## src/rtl/irq_pkg.sv

```systemverilog
package irq_pkg;
  localparam int DATA_W   = 8;
  localparam int NUM_SRC  = 2;
  localparam int SRC_LSB  = 6;
  localparam int SRC_PKT  = 0;
  localparam int SRC_UFL  = 1;
  localparam logic ADDR_STATUS = 1'b0;
  localparam logic ADDR_MASK   = 1'b1;
  localparam logic [DATA_W-1:0] RSV_ONES = 8'h30;

  function automatic logic [DATA_W-1:0] place_src(input logic [NUM_SRC-1:0] v);
    logic [DATA_W-1:0] r;
    r = '0;
    r[SRC_LSB +: NUM_SRC] = v;
    return r;
  endfunction
endpackage

```

## src/rtl/irq_ptr_cmp.sv

```systemverilog
module irq_ptr_cmp #(
  parameter int PTR_W = 4
) (
  input  logic             clk,
  input  logic             rst,
  input  logic [PTR_W-1:0] rd_ptr,
  input  logic [PTR_W-1:0] wr_ptr,
  output logic             hit
);
  logic eq;
  logic eq_q;

  assign eq = (rd_ptr == wr_ptr);

  // eq_q starts at 1 so equality held across reset is not an event
  always_ff @(posedge clk) begin
    if (rst) eq_q <= 1'b1;
    else     eq_q <= eq;
  end

  assign hit = eq && !eq_q;
endmodule

```

## src/rtl/irq_sticky.sv

```systemverilog
module irq_sticky #(
  parameter int N = 2
) (
  input  logic         clk,
  input  logic         rst,
  input  logic [N-1:0] set,
  input  logic         clr,
  output logic [N-1:0] status_d,
  output logic [N-1:0] status_q
);
  for (genvar i = 0; i < N; i++) begin : g_bit
    // a set in the clearing cycle wins, so no event is dropped
    always_comb status_d[i] = set[i] | (status_q[i] & ~clr);

    always_ff @(posedge clk) begin
      if (rst) status_q[i] <= 1'b0;
      else     status_q[i] <= status_d[i];
    end
  end
endmodule

```

## src/rtl/irq_mask_reg.sv

```systemverilog
module irq_mask_reg #(
  parameter int N = 2
) (
  input  logic         clk,
  input  logic         rst,
  input  logic         wr_en,
  input  logic [N-1:0] wdata,
  output logic [N-1:0] mask_d,
  output logic [N-1:0] mask_q
);
  always_comb mask_d = wr_en ? wdata : mask_q;

  always_ff @(posedge clk) begin
    if (rst) mask_q <= '0;
    else     mask_q <= mask_d;
  end
endmodule

```

## src/rtl/irq_status_unit.sv

```systemverilog
module irq_status_unit
  import irq_pkg::*;
#(
  parameter int PTR_W = 4
) (
  input  logic              clk,
  input  logic              rst,
  input  logic              pkt_err,
  input  logic [PTR_W-1:0]  rd_ptr,
  input  logic [PTR_W-1:0]  wr_ptr,
  input  logic              host_rd,
  input  logic              host_wr,
  input  logic              host_addr,
  input  logic [DATA_W-1:0] host_wdata,
  output logic [DATA_W-1:0] host_rdata,
  output logic              irq_n
);
  logic               ufl_hit;
  logic [NUM_SRC-1:0] src_set;
  logic               rd_status;
  logic               wr_mask;
  logic [NUM_SRC-1:0] status_d, status_q;
  logic [NUM_SRC-1:0] mask_d, mask_q;
  logic [DATA_W-1:0]  rd_mux;

  irq_ptr_cmp #(.PTR_W(PTR_W)) u_cmp (
    .clk(clk), .rst(rst), .rd_ptr(rd_ptr), .wr_ptr(wr_ptr), .hit(ufl_hit)
  );

  always_comb begin
    src_set          = '0;
    src_set[SRC_PKT] = pkt_err;
    src_set[SRC_UFL] = ufl_hit;
  end

  assign rd_status = host_rd && (host_addr == ADDR_STATUS);
  assign wr_mask   = host_wr && (host_addr == ADDR_MASK);

  irq_sticky #(.N(NUM_SRC)) u_sticky (
    .clk(clk), .rst(rst), .set(src_set), .clr(rd_status),
    .status_d(status_d), .status_q(status_q)
  );

  irq_mask_reg #(.N(NUM_SRC)) u_mask (
    .clk(clk), .rst(rst), .wr_en(wr_mask),
    .wdata(host_wdata[SRC_LSB +: NUM_SRC]),
    .mask_d(mask_d), .mask_q(mask_q)
  );

  always_comb begin
    if (host_addr == ADDR_STATUS) rd_mux = place_src(status_q);
    else                          rd_mux = place_src(mask_q) | RSV_ONES;
  end

  always_ff @(posedge clk) begin
    if (rst) begin
      host_rdata <= '0;
      irq_n      <= 1'b1;
    end else begin
      if (host_rd) host_rdata <= rd_mux;
      irq_n <= ~|(status_d & ~mask_d);
    end
  end
endmodule

```

## config.mk

```make
export PLATFORM = sky130hd
export DESIGN_NAME = irq_status_unit
export DESIGN_NICKNAME = d
export VERILOG_FILES = /design/src/rtl/irq_pkg.sv /design/src/rtl/irq_ptr_cmp.sv /design/src/rtl/irq_sticky.sv /design/src/rtl/irq_mask_reg.sv /design/src/rtl/irq_status_unit.sv
export SDC_FILE = /design/constraint.sdc
export NUM_CORES = 1
export LEC_CHECK = 0
export BUFFER_PORTS_ARGS = -buffer_cell sky130_fd_sc_hd__buf_4
export CAP_MARGIN = 0
export CORE_AREA = 2 2 39 41
export DETAILED_ROUTE_END_ITERATION = 12
export DIE_AREA = 0 0 41 43
export GPL_TIMING_DRIVEN = 0
export HOLD_SLACK_MARGIN = 0.1
export PLACE_DENSITY = 0.68
export SLEW_MARGIN = 0
export SYNTH_ARGS = -nofsm -noshare
export SYNTH_HDL_FRONTEND = slang
export SYNTH_HIERARCHICAL = 1
export SYNTH_SLANG_ARGS = --single-unit
```

## constraint.sdc

```tcl
create_clock -name clk -period 1.5 [get_ports clk]
set_input_delay 0.075 -clock clk [delete_from_list [all_inputs] [get_ports clk]]
set_output_delay 0.075 -clock clk [all_outputs]
set_load 0.01 [all_outputs]
```

==> flow_summary.yaml, run 1 <==
worst_setup_path:
  ff2ff_path_depth: 3
  cp.required_ns: 1.70
  path_max_fanout: 6
  worstSetupPathType: "in2reg"
  arrival_ns: 1.55
  end_kind: "flop"
  start_kind: "primary input"
  max_stage_delay_ns: 0.57
  worst_path_max_delay_cell: "dlygate4sd3_1"
  critical_path.cell_chain: "dlygate4sd3_1 > buf_4 > nor2_1 > a211oi_1 > dlygate4sd3_1"
  crit_path_frequent_cell: "dlygate4sd3_1"
cells_and_area:
  post-route-util: 0.512
  final_common_cell: "buf_4"
  diodes: 0
  final_cell_mix: "buf_4, dfxtp_1"
  nets: 101
  drive_above_1_share: 0.449
  area_growth_syn_to_layout_pct: 53.8
routing:
  drtIter0Drc: 4
  wire_per_inst_um: 8.90
  dr_total_vias: 388
  drc_errors: 0
  ant_nets: 0
  firstDrtPassIters: 4
  viasPerCell: 4.13
  routed_wl_um: 837
power:
  p_seq_frac: 0.456
  switching_share: 0.234
  p_leak_nw: 0.346
  max-vdd-ir-drop_uv: 401
  p_sw_mw: 0.134
  internal_power_mw: 0.438
  power_density_nw_per_um2: 808
  combinationalPowerShare: 0.225
  p_clk_frac: 0.319
placed_design:
  gp_congestion: 0.728
  numPortBuffers: 20
  dpl_worst_slack_ns: 0.385
  dp_hpwl_um: 629
yosys:
  syn-cell-area_um2: 460
  synthCells: 47
  synthMuxAreaShare: 0.122
  synth_area_per_cell_um2: 9.80
  synth_top_family_by_area: "simple AND/OR/NAND/NOR gates"
  synth_adder_area_share: 0
  synth_compound_area_frac: 0.0788
  synth-xor-area-share: 0.0761
  synth-simple-area-share: 0.226
  ys_types: 21
  yosysWarnings: 6
  yosys_register_bits: 9
  seq_area_frac_synth: 0.391
floorplanning:
  die_w_um: 41
  fp.coreArea_um2: 1380
  die_h_um: 43
  num_io_pins: 31
  initial_core_util: 0.333
  die_area_um2: 1760
  rows: 14
sta:
  whs_ns: 0.118
  setup_tns_ns: 0
  min_period_over_period: 0.900
  drv_slew: 0
  finalHoldViolCount: 0
  fin_ws_ns: 0.150
  timing.final.crit_period_ns: 1.35
  clock_skew_ns: 0.00784
  setup_viol: 0
  max_freq_mhz: 741
  grt_setup_unrepaired: "no"
cts:
  clk_pin_slew_ns: 0.05
  h-tree-depth: 1
  postCtsSetupRepairBufs: 0
  cts_buffer_depth: 2
  insertion_delay_ns: 0.26
  cts_resized: 0
  hold_buffers: 4
  cts_buffers: 3
  clock_tree.root_cell: "clkbuf_4"
  cts_tree: "done"
  cts_sinks: 9
job:
  cap_viol_max_count: 0
global_route:
  grt_pass1_vias: 362
  overflow: 0
  grt_pass1_wl_mm: 1.29
  antenna_found_initial: 0
  grt_max_degree: 10
  grtUsageTotal: 0.112
run_status:
  status: "finished, final reports clean"
min_path:
  hold_depth: 3
  worst_hold_path_type: "in2reg"
-- cell type report --
class / instances / area (um^2)
clock buffer: 4 / 26.3
timing repair buffer: 24 / 190
sequential: 9 / 180
tap: 16 / 20.0
buffer: 5 / 37.5
multi-input combinational: 34 / 246
inverter: 2 / 7.51
fill: 128 / 676
-- power groups by stage --
stage / registers, mW / logic [mW] / clock network (mW)
2_1_floorplan: 0.268 / 0.0606 / 0
3_3_place_gp: 0.266 / 0.119 / 0
3_5_place_dp: 0.266 / 0.121 / 0
4_1_cts: 0.261 / 0.129 / 0.194
5_1_grt: 0.263 / 0.140 / 0.207
6_report: 0.261 / 0.129 / 0.182
-- metal layers --
| metal | global-route usage | routed length, um |
|---|---|---|
| met5 | 0 | 0 |
| met4 | 0.100 | 0 |
| met3 | 0.0157 | 42 |
| met2 | 0.188 | 453 |
| met1 | 0.109 | 340 |
-- kinds of logic (layout without fill, tap and decap cells) --
| logic type | Yosys count | count (layout) |
|---|---|---|
| simple gates | 16 | 16 |
| flops | 9 | 9 |
| xor+xnor | 4 | 4 |
| other cells | 1 | 4 |
| mux | 5 | 5 |
| buf+inv | 7 | 35 |
| compound gates | 5 | 5 |
-- registers in the layout (all words and copies together), names as in the netlist --
register,count
host_rdata,3
irq_n,1
u_cmp/eq_q,1
u_mask/mask_q,2
u_sticky/status_q,2
-- worst max-delay path: cells and delay by family --
family | cells | cell delay (ns)
and+or+nand+nor | 1 | 0.05
buffers and inverters | 3 | 1.24
AOI/OAI and AO/OA | 1 | 0.19
-- synthesized netlist by cell type --
cell type | instances | area, um^2
a211oi_1 | 2 | 15.0
a21o_1 | 1 | 7.51
a21oi_1 | 1 | 5.00
a21oi_2 | 1 | 8.76
and2_2 | 1 | 7.51
and2b_2 | 1 | 8.76
buf_4 | 5 | 37.5
conb_1 | 1 | 3.75
dfxtp_1 | 9 | 180
inv_1 | 2 | 7.51
mux2_2 | 1 | 11.3
mux2_4 | 1 | 15.0
mux2i_1 | 3 | 30.0
nand2_1 | 2 | 7.51
nand2b_1 | 4 | 25.0
nand2b_4 | 1 | 13.8
nand4_1 | 1 | 6.26
nor2_1 | 4 | 15.0
nor2b_1 | 1 | 6.26
nor2b_4 | 1 | 13.8
xnor2_1 | 4 | 35.0
-- through the flow --
| stage | cells | instance area, um^2 | total power, mW |
|---|---|---|---|
| 3_5_place_dp | 86 | 642 | 0.387 |
| 6_report | 94 | 708 | 0.572 |
| 3_3_place_gp | 86 | 642 | 0.385 |
| 2_1_floorplan | 50 | 472 | 0.329 |
| 4_1_cts | 94 | 708 | 0.585 |
| 5_1_grt | 94 | 708 | 0.609 |
-- final timing paths --
path	from	to	slack, ns
max reg2reg	u_sticky/status_q[1]	host_rdata[7]	0.20
max	host_rd	host_rdata[7]	0.15
min reg2reg	host_rdata[6]	host_rdata[6]	0.51
min	host_addr	host_rdata[5]	0.12
(Power assumes the default switching activity.)
==> inputs of run 2 (changes only) <==
PLACE_DENSITY = 0.76   (was 0.68)
==> flow_summary.yaml, run 2 (synthesized netlist as in run 1, its figures left out) <==
routing:
  drtIter0Drc: 2
  drc_errors: 0
  firstDrtPassIters: 4
  routed_wl_um: 781
  wire_per_inst_um: 8.31
  dr_total_vias: 384
  ant_nets: 0
  viasPerCell: 4.09
cells_and_area:
  nets: 101
  top_register: "host_rdata"
  diodes: 0
  area_growth_syn_to_layout_pct: 53.8
  drive_above_1_share: 0.449
  layoutNonFillerInstCount: 94
  largestRegisters: "host_rdata x3, u_mask/mask_q x2, u_sticky/status_q x2"
  final_cell_mix: "buf_4, dfxtp_1"
  final_common_cell: "buf_4"
  fillers: 139
  seq_area_um2: 180
  multi_input_comb_area_um2: 246
  largest_register_ffs: 3
cts:
  cts_buffers: 3
  cts_resized: 0
  cts_tree: "done"
  cts_sinks: 9
  postCtsSetupRepairBufs: 0
  cts_buffer_depth: 2
  h-tree-depth: 1
  insertion_delay_ns: 0.25
  hold_buffers: 4
  clock_tree.root_cell: "clkbuf_4"
  clk_pin_slew_ns: 0.06
worst_setup_path:
  worstSetupPathType: "in2reg"
  worst_path_max_delay_cell: "dlygate4sd3_1"
  path_max_fanout: 6
  crit_buf_inv: 3
  regToRegSetupSlack_ns: 0.26
  cp.required_ns: 1.70
  arrival_ns: 1.54
  end_kind: "flop"
  start_kind: "primary input"
  critical_path.cell_chain: "dlygate4sd3_1 > buf_4 > nor2_1 > a211oi_1 > dlygate4sd3_1"
  crit_path_frequent_cell: "dlygate4sd3_1"
  max_stage_delay_ns: 0.57
  critical-path-top-delay-family: "buffers and inverters"
sta:
  whs_ns: 0.111
  drv_slew: 0
  setup_viol: 0
  clock_skew_ns: 0.000272
  max_freq_mhz: 745
  finalHoldViolCount: 0
  fin_ws_ns: 0.157
  setup_tns_ns: 0
  timing.final.crit_period_ns: 1.34
  grt_setup_unrepaired: "no"
  min_period_over_period: 0.895
power:
  p_sw_mw: 0.134
  p_clk_frac: 0.322
  p_seq_frac: 0.454
  switching_share: 0.235
  power_density_nw_per_um2: 809
  p_leak_nw: 0.346
  max-vdd-ir-drop_uv: 365
  combinationalPowerShare: 0.224
  internal_power_mw: 0.439
floorplanning:
  num_io_pins: 31
  rows: 14
  die_h_um: 43
  fp.coreArea_um2: 1380
  die_area_um2: 1760
  initial_core_util: 0.333
  die_w_um: 41
placed_design:
  numPortBuffers: 20
  gp_congestion: 0.692
  dp_cells: 86
  dpl_worst_slack_ns: 0.384
global_route:
  grtUsageTotal: 0.102
  grt_pass1_wl_mm: 1.18
  grt_max_degree: 10
  antenna_found_initial: 0
  overflow: 0
  grt_pass1_vias: 318
run_status:
  status: "finished, final reports clean"
job:
  cap_viol_max_count: 0
min_path:
  worst_hold_path_type: "in2reg"
run 2: metrics by stage:
stage | util | total power, mW | instance area [um^2]
finish | 0.512 | 0.573 | 708
global route | 0.512 | 0.612 | 708
CTS | 0.512 | 0.586 | 708
detailed placement | 0.464 | 0.387 | 642
global placement | 0.464 | 0.385 | 642
floorplan | - | 0.329 | 472
run 2: worst min-delay path: stages:
cell and delay, ns:
buf_4 0.11, mux2i_1 0.07, nor2_1 0.08
run 2: layout make-up:
type	count	share of cell area
multi-input cells	34	0.348
flip-flops and latches	9	0.254
repair buffers	24	0.269
inverters	2	0.0106
well taps	16	0.0283
plain buffers	5	0.0530
clock buffers	4	0.0371
run 2: power groups by stage:
stage               combinational (mW)  sequential [mW]  clock [mW]
CTS                              0.130            0.261       0.196
finish                           0.129            0.260       0.184
global placement                 0.119            0.265           0
detailed placement               0.121            0.266           0
global route                     0.142            0.262       0.208
floorplan                       0.0606            0.268           0
run 2: path summary, 6_finish.rpt:
check                                     end  depth (start not counted)            startpoint
worst max-delay path            host_rdata[6]                          5               host_rd
worst min-delay path            host_rdata[5]                          3             host_addr
worst max register to register  host_rdata[6]                          3  u_sticky/status_q[0]
worst min register to register  host_rdata[7]                          2         host_rdata[7]
run 2: per-layer routing:
metal / track usage / wire length [um]
met5: 0 / 0
met4: 0.0400 / 0
met3: 0.0681 / 97
met2: 0.147 / 330
met1: 0.114 / 352
